### src/rtl/tdm_ser_pkg.sv
package tdm_ser_pkg;

  typedef enum logic [1:0] {
    PAD_ZERO = 2'd0,
    PAD_ONE  = 2'd1,
    PAD_MSB  = 2'd2,
    PAD_LSB  = 2'd3
  } pad_mode_e;

  typedef struct packed {
    logic [2:0] size_code;
    logic       right_just;
    logic       lsb_first;
    pad_mode_e  pad;
  } ser_cfg_t;

  // Word length in bits for a size code; unused codes fall back to the widest word.
  function automatic logic [5:0] word_len(input logic [2:0] code);
    case (code)
      3'd0:    return 6'd8;
      3'd1:    return 6'd16;
      3'd2:    return 6'd18;
      3'd3:    return 6'd20;
      3'd4:    return 6'd24;
      default: return 6'd32;
    endcase
  endfunction

endpackage

### src/rtl/tdm_word_stage.sv
module tdm_word_stage #(
  parameter int WORD_W = 32
) (
  input  logic              clk,
  input  logic              rst_n,
  input  logic              word_valid,
  input  logic [WORD_W-1:0] word_data,
  output logic              word_ready,
  input  logic              take,
  output logic              buf_valid,
  output logic [WORD_W-1:0] buf_data
);

  logic accept;

  assign word_ready = !buf_valid;
  assign accept     = word_valid && word_ready;

  always_ff @(posedge clk or negedge rst_n) begin
    if (!rst_n) begin
      buf_valid <= 1'b0;
      buf_data  <= '0;
    end else if (accept) begin
      buf_valid <= 1'b1;
      buf_data  <= word_data;
    end else if (take) begin
      buf_valid <= 1'b0;
    end
  end

  AST_ACCEPT_FILLS: assert property (@(posedge clk) disable iff (!rst_n)
    word_valid && word_ready |=> !word_ready);

  AST_TAKE_FREES: assert property (@(posedge clk) disable iff (!rst_n)
    take && !word_valid |=> word_ready);

endmodule

### src/rtl/tdm_slot_track.sv
module tdm_slot_track #(
  parameter int WORD_W     = 32,
  parameter int SLOT_LEN_W = 6
) (
  input  logic                  clk,
  input  logic                  rst_n,
  input  logic                  drv_stb,
  input  logic                  slot_start,
  input  logic                  buf_valid,
  input  logic [WORD_W-1:0]     buf_data,
  output logic                  load_evt,
  output logic                  underrun_evt,
  output logic [SLOT_LEN_W-1:0] sel_pos,
  output logic [WORD_W-1:0]     sel_word,
  output logic                  sel_empty
);

  localparam logic [SLOT_LEN_W-1:0] POS_MAX = '1;

  logic [SLOT_LEN_W-1:0] cur_pos;
  logic [WORD_W-1:0]     cur_word;
  logic                  cur_empty;

  assign load_evt     = drv_stb && slot_start;
  assign underrun_evt = load_evt && !buf_valid;

  always_comb begin
    if (load_evt) begin
      sel_pos   = '0;
      sel_word  = buf_valid ? buf_data : '0;
      sel_empty = !buf_valid;
    end else begin
      sel_pos   = (cur_pos == POS_MAX) ? POS_MAX : cur_pos + 1'b1;
      sel_word  = cur_word;
      sel_empty = cur_empty;
    end
  end

  always_ff @(posedge clk or negedge rst_n) begin
    if (!rst_n) begin
      cur_pos   <= POS_MAX;
      cur_word  <= '0;
      cur_empty <= 1'b1;
    end else if (drv_stb) begin
      cur_pos   <= sel_pos;
      cur_word  <= sel_word;
      cur_empty <= sel_empty;
    end
  end

  AST_POS_RESTART: assert property (@(posedge clk) disable iff (!rst_n)
    drv_stb && slot_start |=> cur_pos == '0);

  AST_POS_FROZEN: assert property (@(posedge clk) disable iff (!rst_n)
    !drv_stb |=> $stable(cur_pos));

endmodule

### src/rtl/tdm_bit_select.sv
module tdm_bit_select
  import tdm_ser_pkg::*;
#(
  parameter int WORD_W     = 32,
  parameter int SLOT_LEN_W = 6
) (
  input  ser_cfg_t              cfg,
  input  logic [SLOT_LEN_W-1:0] slot_len,
  input  logic [SLOT_LEN_W-1:0] pos,
  input  logic [WORD_W-1:0]     word,
  input  logic                  empty,
  output logic                  bit_out
);

  localparam int IDX_W = $clog2(WORD_W);

  // Maps a transmit position back to the word bit it carries, or to the pad.
  function automatic logic pick_bit(input logic [WORD_W-1:0] w,
                                    input ser_cfg_t c,
                                    input logic [SLOT_LEN_W-1:0] p,
                                    input logic [SLOT_LEN_W-1:0] s,
                                    input logic e);
    int d;
    int off;
    int q;
    logic b;
    d   = int'(word_len(c.size_code));
    off = c.right_just ? (int'(s) - d) : 0;
    q   = int'(p) - off;
    if (e || (p >= s)) begin
      b = 1'b0;
    end else if ((q >= 0) && (q < d)) begin
      b = c.lsb_first ? w[IDX_W'(q)] : w[IDX_W'(d - 1 - q)];
    end else begin
      case (c.pad)
        PAD_ZERO: b = 1'b0;
        PAD_ONE:  b = 1'b1;
        PAD_MSB:  b = w[IDX_W'(d - 1)];
        default:  b = w[0];
      endcase
    end
    return b;
  endfunction

  assign bit_out = pick_bit(word, cfg, pos, slot_len, empty);

endmodule

### src/rtl/tdm_slot_serializer.sv
module tdm_slot_serializer
  import tdm_ser_pkg::*;
#(
  parameter int WORD_W     = 32,
  parameter int SLOT_LEN_W = 6
) (
  input  logic                  clk,
  input  logic                  rst_n,
  input  logic                  drv_stb,
  input  logic                  slot_start,
  input  logic [SLOT_LEN_W-1:0] slot_len,
  input  logic                  word_valid,
  input  logic [WORD_W-1:0]     word_data,
  output logic                  word_ready,
  input  logic [2:0]            size_code,
  input  logic                  right_just,
  input  logic                  lsb_first,
  input  logic [1:0]            pad_mode,
  output logic                  sdata,
  output logic                  underrun
);

  logic                  buf_valid;
  logic [WORD_W-1:0]     buf_data;
  logic                  load_evt;
  logic                  underrun_evt;
  logic [SLOT_LEN_W-1:0] sel_pos;
  logic [WORD_W-1:0]     sel_word;
  logic                  sel_empty;
  logic                  next_bit;
  ser_cfg_t              cfg;

  assign cfg = '{size_code: size_code, right_just: right_just,
                 lsb_first: lsb_first, pad: pad_mode_e'(pad_mode)};

  tdm_word_stage #(.WORD_W(WORD_W)) u_stage (
    .clk        (clk),
    .rst_n      (rst_n),
    .word_valid (word_valid),
    .word_data  (word_data),
    .word_ready (word_ready),
    .take       (load_evt),
    .buf_valid  (buf_valid),
    .buf_data   (buf_data)
  );

  tdm_slot_track #(.WORD_W(WORD_W), .SLOT_LEN_W(SLOT_LEN_W)) u_track (
    .clk          (clk),
    .rst_n        (rst_n),
    .drv_stb      (drv_stb),
    .slot_start   (slot_start),
    .buf_valid    (buf_valid),
    .buf_data     (buf_data),
    .load_evt     (load_evt),
    .underrun_evt (underrun_evt),
    .sel_pos      (sel_pos),
    .sel_word     (sel_word),
    .sel_empty    (sel_empty)
  );

  tdm_bit_select #(.WORD_W(WORD_W), .SLOT_LEN_W(SLOT_LEN_W)) u_sel (
    .cfg      (cfg),
    .slot_len (slot_len),
    .pos      (sel_pos),
    .word     (sel_word),
    .empty    (sel_empty),
    .bit_out  (next_bit)
  );

  always_ff @(posedge clk or negedge rst_n) begin
    if (!rst_n) begin
      sdata    <= 1'b0;
      underrun <= 1'b0;
    end else begin
      underrun <= underrun_evt;
      if (drv_stb) sdata <= next_bit;
    end
  end

  AST_SDATA_HOLD: assert property (@(posedge clk) disable iff (!rst_n)
    !drv_stb |=> $stable(sdata));

  AST_BEYOND_SLOT_ZERO: assert property (@(posedge clk) disable iff (!rst_n)
    drv_stb && (sel_pos >= slot_len) |=> !sdata);

  AST_UNDERRUN_ZERO: assert property (@(posedge clk) disable iff (!rst_n)
    underrun |-> !sdata);

  AST_UNDERRUN_AT_START: assert property (@(posedge clk) disable iff (!rst_n)
    underrun |-> $past(drv_stb && slot_start));

endmodule

### config.mk
export PLATFORM = sky130hd
export DESIGN_NAME = tdm_slot_serializer
export DESIGN_NICKNAME = d
export VERILOG_FILES = /design/src/rtl/tdm_ser_pkg.sv /design/src/rtl/tdm_word_stage.sv /design/src/rtl/tdm_slot_track.sv /design/src/rtl/tdm_bit_select.sv /design/src/rtl/tdm_slot_serializer.sv
export SDC_FILE = /design/constraint.sdc
export NUM_CORES = 1
export LEC_CHECK = 0
export ABC_AREA = 1
export CAP_MARGIN = 25
export CELL_PAD_IN_SITES_DETAIL_PLACEMENT = 1
export CELL_PAD_IN_SITES_GLOBAL_PLACEMENT = 1
export CORE_MARGIN = 4
export CORE_UTILIZATION = 40
export DETAILED_ROUTE_END_ITERATION = 10
export DONT_BUFFER_PORTS = 1
export PLACE_DENSITY = 0.81
export SYNTH_ARGS = -nofsm -noshare
export SYNTH_HDL_FRONTEND = slang
export SYNTH_HIERARCHICAL = 1
export SYNTH_SLANG_ARGS = --single-unit
export TNS_END_PERCENT = 100
### constraint.sdc
create_clock -name clk -period 6.75 [get_ports clk]
set_input_delay 0.675 -clock clk [delete_from_list [all_inputs] [get_ports clk]]
set_output_delay 0.675 -clock clk [all_outputs]
set_load 0.005 [all_outputs]
# Word-level counts from Yosys, hierarchy flattened
# Cells that the tools add are included.
op_classes:
  addsub: 5
  n_lt_le_gt_ge: 6
  n_eq_ne: 7
  n_mux: 22
  n_reduce_logical: 9
op_table:
  columns: ["operator", "count"]
  rows:
  - ["$mux W32", 3]
  - ["$ge A32 B1 Y1 const B", 1]
  - ["$lt A32 B7 Y1", 1]
  - ["$sub A7 B32 Y32", 1]
  - ["$pmux W6 S5", 1]
  - ["$lt A5 B7 Y1 const B", 3]
  - ["$bmux W1 S5", 3]
  - ["$mux W1", 12]
  - ["$mux W6", 2]
  - ["$sub A6 B6 Y7", 1]
  - ["$add A6 B1 Y6 const B", 1]
  - ["$eq A3 B2 Y1 const B", 2]
  - ["$eq A6 B6 Y1 const B", 1]
  - ["$ge A6 B6 Y1", 1]
  - ["$sub A5 B1 Y5 const B", 1]
  - ["$sub A5 B5 Y5", 1]
  - ["$logic_and A1 B1 Y1", 4]
  - ["$eq A3 B1 Y1 const B", 1]
  - ["$eq A3 B3 Y1 const B", 1]
  - ["$logic_not A3 Y1", 1]
  - ["$pmux W1 S3", 1]
  - ["$eq A2 B1 Y1 const B", 1]
  - ["$eq A2 B2 Y1 const B", 1]
  - ["$logic_not A2 Y1", 1]
  - ["other kinds (3)", 3]
word_totals:
  reg_bits: 74
  in_bits: 50
  out_inout_bits: 3
  wordCells: 56

# Longest topological paths before layout
# Gate-level depths: netlist of run 1.
logic_depth:
  ltp_word: 12
  mapped_depth: 33
  ltp_nobuf: 33

# Hierarchy
# The synthesis of run 1 kept the hierarchy.
by_module_without_submodules:
  columns: ["module", "instances", "cells_each", "area_each_um2", "seq_area_each_um2"]
  rows:
  - ["tdm_slot_track", 1, 236, 2454.9, 984.7]
  - ["tdm_bit_select", 1, 376, 2097.0, 0.0]
  - ["tdm_word_stage", 1, 142, 1332.5, 825.8]
  - ["tdm_slot_serializer", 1, 6, 65.1, 50.0]

# Worst setup path before layout of run 1
# No wires, ideal clock.
synth_path:
  path_type: "input port to flip-flop"
  start: "input size_code[1]"
  end: "register sdata"
  setup_time_ns: 0.116
  arrival_time_ns: 3.870
  required_ns: 6.634
  slack_ns: 2.764
  path_stages: 29
  path_buffers: 0
  path_cell_list: "inv_2 nor2_2 inv_2 nor2_2 ha_1 fa_1 inv_1 nand2_1 nand2_1 a21oi_1 xor2_1 or2_2 ha_1 nand2_1 o21ai_1 a21oi_2 nand2b_1 ha_1 nand2_1 nor3_1 nand3_1 nor2_1 nand3_1 nor2_2 nand3_1 nand2_1 inv_1 nand2_1 nand2_1"
synth_via:
  elab_chain_len: 12
  elab_cells_between_ends: 27
  classes_between: "add/sub: 4; order compare: 2; eq/ne: 4; mux: 15; reduce/logical: 2"
synth_lines:
  columns: ["element", "line", "source"]
  rows:
  - ["from (decl)", "tdm_slot_serializer.sv:15", "input logic [2:0] size_code,"]
  - ["$eq A3 B3 Y1 (tied with other cells)", "tdm_ser_pkg.sv:19", "case (code)"]
  - ["$pmux W6 S5 *", "tdm_ser_pkg.sv:19", null]
  - ["$sub A6 B6 Y7", "tdm_bit_select.sv:28", "off = c.right_just ? (int'(s) - d) : 0;"]
  - ["$mux W32", "tdm_bit_select.sv:28", null]
  - ["$sub A7 B32 Y32", "tdm_bit_select.sv:29", "q = int'(p) - off;"]
  - ["$sub A5 B5 Y5", "tdm_bit_select.sv:33", "b = c.lsb_first ? w[IDX_W'(q)] : w[IDX_W'(d - 1 - q)];"]
  - ["$bmux W1 S5", "tdm_bit_select.sv:33", null]
  - ["$mux W1 (not written as such) (2 in series)", "tdm_bit_select.sv:33", null]
  - ["$mux W1", "tdm_bit_select.sv:33", null]
  - ["$mux W1 *", "tdm_bit_select.sv:32", "end else if ((q >= 0) && (q < d)) begin"]
  - ["$mux W1 *", "tdm_bit_select.sv:30", "if (e || (p >= s)) begin"]
  - ["net next_bit", "tdm_slot_serializer.sv:30", "logic next_bit;"]
  - ["to (signal assigned)", "tdm_slot_serializer.sv:76", "if (drv_stb) sdata <= next_bit;"]
  - ["to (decl)", "tdm_slot_serializer.sv:19", "output logic sdata,"]
# The timed path passes the listed nets; every way through them passes the cells marked *. The select of a mux whose other input is x is not followed.
# A chain may end at the register's enable or synchronous reset.

# Worst setup path after layout of run 1
layout_path:
  start: "register u_track.cur_pos[0]"
  end: "register sdata"
layout_via:
  elab_chain_len: 11
  elab_cells_between_ends: 20
  classes_between: "add/sub: 3; order compare: 3; eq/ne: 1; mux: 11; reduce/logical: 2"
layout_lines:
  columns: ["element", "line", "source"]
  rows:
  - ["from (decl)", "tdm_slot_track.sv:20", "logic [SLOT_LEN_W-1:0] cur_pos;"]
  - ["from (signal assigned)", "tdm_slot_track.sv:45", "cur_pos <= sel_pos;"]
  - ["$add A6 B1 Y6 / $eq A6 B6 Y1 (equally long branches)", "tdm_slot_track.sv:33", "sel_pos = (cur_pos == POS_MAX) ? POS_MAX : cur_pos + 1'b1;"]
  - ["$mux W6 *", "tdm_slot_track.sv:33", null]
  - ["$mux W6 *", "tdm_slot_track.sv:28", "if (load_evt) begin"]
  - ["net sel_pos[0]", "tdm_slot_serializer.sv:27", "logic [SLOT_LEN_W-1:0] sel_pos;"]
  - ["$sub A7 B32 Y32", "tdm_bit_select.sv:29", null]
  - ["$sub A5 B5 Y5", "tdm_bit_select.sv:33", null]
  - ["$bmux W1 S5", "tdm_bit_select.sv:33", null]
  - ["$mux W1 (not written as such) (2 in series)", "tdm_bit_select.sv:33", null]
  - ["$mux W1", "tdm_bit_select.sv:33", null]
  - ["$mux W1", "tdm_bit_select.sv:32", null]
  - ["$mux W1 *", "tdm_bit_select.sv:30", null]
  - ["net next_bit", "tdm_slot_serializer.sv:30", null]
# Marks and branches as above.

==> results.cfg, run 1 <==
[floorplan]
die_w_um = 130
ios = 53
die_area_um2 = 16900
core_area_um2 = 14500
start_util = 0.409
row_count = 44
die_h_um = 130

[worst_setup_path]
worstPathArrival_ns = 4.58
cpPeakStageDelay_ns = 0.90
cp-end-kind = flop
critPathRequiredTime_ns = 6.98
worstSetupPathType = flop to flop
critPathMaxFanout = 14
crit_top_cell = nand2_1
cp.buffers_inverters = 5
critPathLaunchType = flop
crit_slowest_cell = fa_1
crit_family = adder cells
reg2reg_setup_slack_ns = 2.40

[yosys]
synth_mux_area_frac = 0
ys.flop_type = dfrtp_1
yosys.area_share.simple = 0.327
avgSynthCellArea_um2 = 7.83
synth_top_area_cell = dfrtp_1
seq_area_frac_synth = 0.313
netlist_area_um2 = 5950
synth_xor_area_frac = 0.00988
post_synth_num_cell_types = 46
synth_top_family_by_area = simple AND/OR/NAND/NOR gates
synth.ff_latch_count = 74
synthAdderAreaFrac = 0.0803
synth_top_area_frac = 0.282
yosysWarningCount = 6
synth_compound_area_frac = 0.156
syn_nets = 847
syn_inst = 760
synthArstFlopShare = 1.00
synth_area_leaders = dfrtp_1 (28%), nand2_1 (14%), o21ai_2 (9.9%)
synth-edff-count = 0

[global_routing]
grt-ovfl-total = 0
grt_pass1_wl_um = 25700
antenna_found_initial = 0
grt_usage = 0.187
grt_pass1_vias = 5204
grt_max_degree = 104

[timing]
max_freq_mhz = 230
skew_ns = 0.00522
fin_crit_ns = 4.35
post-route-period-util = 0.645
final-setup-viol-count = 0
setup_slack_ns = 2.40
rsz0062_at_grt = false
finalSetupTns_ns = 0
report.final.slew_viol_count = 0
worst_slew_pin_slew_ns = 0.629
relSlewSlack = 0.580
hold_viol = 0

[layout]
diodes = 0
final.fill_count = 1825
fin_nets = 826
syn_to_final_growth_pct = 4.25
drive_gt1_frac = 0.218

[pwr]
power_density_nw_per_um2 = 348
p_leak_uw = 0.00312
power_switching_uw = 933
switching_share = 0.433
clockPowerShare = 0.213
internal_power_uw = 1220
p_comb_frac = 0.479
p_seq_frac = 0.308
ir_drop_v = 0.000150

[drt]
vias = 4897
viasPerCell = 5.28
drcViolationCount = 0
ant_nets = 0
drt_iter0_drc = 206
first_pass_iters = 4
wl_um = 14800
wl_per_cell_um = 15.9

[cts]
cts_buffers = 9
insertion_delay_ns = 0.34
clock_path_buffers = 2
cts_tree = done
cts_max_level = 3
path_clk_slew_ns = 0.06
post_cts.resized_instances = 0
clock-sinks = 74
post_cts_buffers = 0
hold_buffers = 0
root_buffer = clkbuf_16

[placement]
numPortBuffers = 0
post-dp-hpwl_um = 11600
pre_cts_ws_ns = 1.96
gp_congestion = 0.895

[worst_hold_path]
hp-class = input pin to async pin

[run_status]
status = finished clean

[run]
max_cap_violations = 0
[power groups by stage]
stage | registers [uW] | clock network [uW] | logic, uW
floorplan | 645 | 0 | 845
global placement | 672 | 0 | 962
detailed placement | 683 | 0 | 1010
CTS | 676 | 470 | 1020
global route | 679 | 489 | 1180
finish | 663 | 459 | 1030
[placed cells by master (no fill, tap or decap), types with 3 or more instances in the layout]
master     instances
a21oi_1           15
a21oi_2            3
clkbuf_16          9
clkbuf_8           3
dfrtp_1           67
dfstp_2            7
ha_1              35
inv_1             77
inv_2              8
nand2_1          221
nand2_2           17
nand2_4           22
nand3_1           92
nand4_1            9
nor2_1            18
nor2_2             4
nor3_1             4
o211ai_1          12
o21ai_0            8
o21ai_1            8
o21ai_2           67
[cells by family (layout without fill, tap and decap cells)]
family | count (synthesis) | count (layout)
flops | 74 | 74
buf+inv | 122 | 106
simple gates | 402 | 402
compound gates | 120 | 120
fa+ha+maj | 37 | 37
xor+xnor | 5 | 5
[final timing paths]
| path | startpoint | end | cells past startpoint |
|---|---|---|---|
| max | u_track/cur_pos[0] | sdata | 25 |
| min | rst_n | u_stage/buf_data[9] | 0 |
| max reg2reg | u_track/cur_pos[0] | sdata | 25 |
| min reg2reg | u_stage/buf_data[10] | u_stage/buf_data[10] | 2 |
| max in group asynchronous | rst_n | u_track/cur_pos[2] | 0 |
| min in group clk | drv_stb | u_track/cur_pos[4] | 1 |
[cell usage after synthesis (3+ instances only)]
cell / n
a21oi_2: 3
o21ai_2: 67
nand4_1: 9
nand3_1: 92
ha_1: 35
dfrtp_1: 67
buf_6: 14
nand2_4: 23
a21oi_1: 15
nand2_1: 221
dfstp_2: 7
nor3_1: 4
nor2_2: 4
buf_2: 8
inv_1: 77
nand2_2: 17
o211ai_1: 12
clkbuf_2: 3
inv_2: 8
nor2_1: 18
buf_4: 5
o21ai_0: 8
buf_12: 3
o21ai_1: 8
[layout make-up]
type,instances,area (um2),area share
clock inverters,4,25.0,0.00403
clock buffers,12,267,0.0430
well taps,184,230,0.0371
multi-input cells,564,3420,0.552
inverters,87,334,0.0539
flip-flops and latches,74,1860,0.300
repair buffers,3,62.6,0.0101
[worst reg2reg max path, delay by kind of cell, from the launching register on]
family,cells,cell delay (ns)
adder cells (fa/ha/maj),4,1.88
flip-flops,1,0.59
AND/OR/NAND/NOR,15,1.07
AO/OA/AOI/OAI,1,0.13
buffers and inverters,5,0.57
[layer usage]
layer | up-vias | part of all wire | GRT usage
met5 | - | 0 | 0
met4 | 0 | 0.020 | 0.0623
met1 | 2357 | 0.47 | 0.257
met3 | 20 | 0.030 | 0.0225
li1 | 2445 | - | -
met2 | 75 | 0.48 | 0.308
[state kept, by name, summed over array words and instances (netlist names)]
signal,cells
sdata,1
u_stage/buf_valid,1
u_track/cur_empty,1
underrun,1
u_track/cur_word,32
u_stage/buf_data,32
u_track/cur_pos,6
[stage by stage]
| stage | total power (uW) | instances | area, um2 | hold slack, ns | util |
|---|---|---|---|---|---|
| finish | 2160 | 928 | 6200 | 0.0324 | 0.427 |
| global route | 2350 | 928 | 6200 | 0.0180 | 0.427 |
| CTS | 2160 | 926 | 6150 | 0.0195 | 0.423 |
| detailed placement | 1690 | 910 | 5860 | 0.382 | 0.403 |
| global placement | 1630 | 910 | 5860 | 0.383 | 0.403 |
| floorplan | 1490 | 760 | 5950 | 0.379 | - |
No activity file was read; power rests on OpenSTA's default activity.
==> run 2, diff against run 1 <==
- PLACE_DENSITY: 0.81 -> 0.84
- clock period: 6.75 -> 3.6 ns (I/O delays scaled with it)
==> run 2 against run 1 <==
Compared with the run above:
- critical path depth is 1 higher
- cell count is 4.5% higher
- highest routed layer unchanged
- utilization is 4.7 points higher
==> results.cfg, run 2 (synthesis results as in run 1) <==
[run_status]
status = finished clean

[worst_setup_path]
crit_family = simple AND/OR/NAND/NOR gates
critPathRequiredTime_ns = 3.83
reg2reg_setup_slack_ns = 0.02
worstPathArrival_ns = 3.81
cpPeakStageDelay_ns = 0.56
critPathMaxFanout = 4
crit_top_cell = nand2_1
cp.buffers_inverters = 3
cp-end-kind = flop
reg2reg_depth = 26
worstSetupPathType = flop to flop
timing.rr.start = u_track/cur_pos[0]
r2r-end = sdata
crit_start = u_track/cur_pos[0]
critPathLaunchType = flop
crit_slowest_cell = dfstp_2

[timing]
skew_ns = 0.00907
worst_slew_pin_slew_ns = 0.746
max_freq_mhz = 279
relSlewSlack = 0.503
rsz0062_at_grt = true
post-route-period-util = 0.995
final-setup-viol-count = 0
fin_crit_ns = 3.58
hold_viol = 0
report.final.slew_viol_count = 0

[worst_hold_path]
min_from = drv_stb
hp-class = input pin to flop
hold_depth = 2
whs_endpoint = u_track/cur_pos[0]

[pwr]
p_total_uw = 4570
power_density_nw_per_um2 = 665
ir_drop_v = 0.000419
p_leak_uw = 0.00338

[drt]
drt_iter0_drc = 200
ant_nets = 0
drcViolationCount = 0
wl_um = 15200
first_pass_iters = 4
vias = 5031
wl_per_cell_um = 15.7
viasPerCell = 5.19

[layout]
syn_to_final_growth_pct = 15.6
final.fill_count = 1788
diodes = 0
regArea_um2 = 1860
final_common_cell = nand2_1
final_cell_mix = nand2_1 (214), nand3_1 (91), inv_1 (72)
fin_nets = 868
reg_top3 = u_stage/buf_data: 32 flops, u_track/cur_word: 32 flops, u_track/cur_pos: 6 flops
multi_input_area_um2 = 3740
final_util = 0.473
drive_gt1_frac = 0.310

[cts]
clock_path_buffers = 2
cts_max_level = 3
path_clk_slew_ns = 0.06
root_buffer = clkbuf_16
cts_tree = done
cts_buffers = 9
clock-sinks = 74
insertion_delay_ns = 0.34

[placement]
post-dp-hpwl_um = 11000
gp_congestion = 0.865
numPortBuffers = 0

[global_routing]
grt_pass1_vias = 5096
grt-ovfl-total = 0
grt_pass1_wl_um = 25000
antenna_found_initial = 0
grt_max_degree = 101
grt_usage = 0.182

[floorplan]
ios = 53
core_area_um2 = 14500
die_area_um2 = 16900
die_h_um = 130
start_util = 0.409
die_w_um = 130
row_count = 44

[run]
max_cap_violations = 0
-- run 2: worst max path at each step --
stage          slack, ns  depth (start not counted)  endpoint
6_report            0.02                         26     sdata
5_1_grt            -0.23                         32     sdata
4_1_cts            0.004                         24     sdata
3_5_place_dp       -0.26                         29     sdata
3_3_place_gp       -0.18                         24     sdata
2_1_floorplan       0.02                         29     sdata
-- run 2: final cells by class --
type / instances / area share
inverters: 87 / 0.0486
repair buffers: 45 / 0.0547
multi-input cells: 564 / 0.543
well taps: 184 / 0.0335
flip-flops and latches: 74 / 0.270
clock buffers: 12 / 0.0387
clock inverters: 4 / 0.0105
-- run 2: where the power goes --
part / leakage [uW] / switching (uW) / total, uW / internal (uW)
combinational: 0.00228 / 1390 / 2340 / 945
sequential: 0.000930 / 152 / 1230 / 1080
clock: 0.000165 / 344 / 1010 / 662
total: 0.00338 / 1890 / 4570 / 2680
-- run 2: routing by layer --
layer	vias to the layer above	share of wire	track usage
met4	0	0.012	0.0495
met5	-	0	0
li1	2539	-	-
met2	68	0.49	0.298
met1	2414	0.47	0.256
met3	10	0.034	0.0246
-- run 2: repair_timing --
action,4_1_cts,5_1_grt
endpoints found under the setup margin,1,1
buffers inserted,0,3
pin swaps,0,19
endpoints found under the hold margin,74,0
hold buffers,2,0
gates resized for setup,3,47
-- run 2: per-stage QoR --
| step | area (um2) | instances | setup TNS [ns] | hold slack [ns] | setup slack (ns) |
|---|---|---|---|---|---|
| after floorplan | 6000 | 760 | 0 | 0.0644 | 0.0164 |
| after global placement | 6210 | 949 | -0.180 | 0.0662 | -0.180 |
| after detailed placement | 6210 | 949 | -0.255 | 0.0671 | -0.255 |
| after CTS | 6600 | 967 | 0 | 0.102 | 0.00351 |
| after global routing | 6880 | 970 | -0.232 | 0.112 | -0.232 |
| final | 6880 | 970 | 0 | 0.115 | 0.0163 |
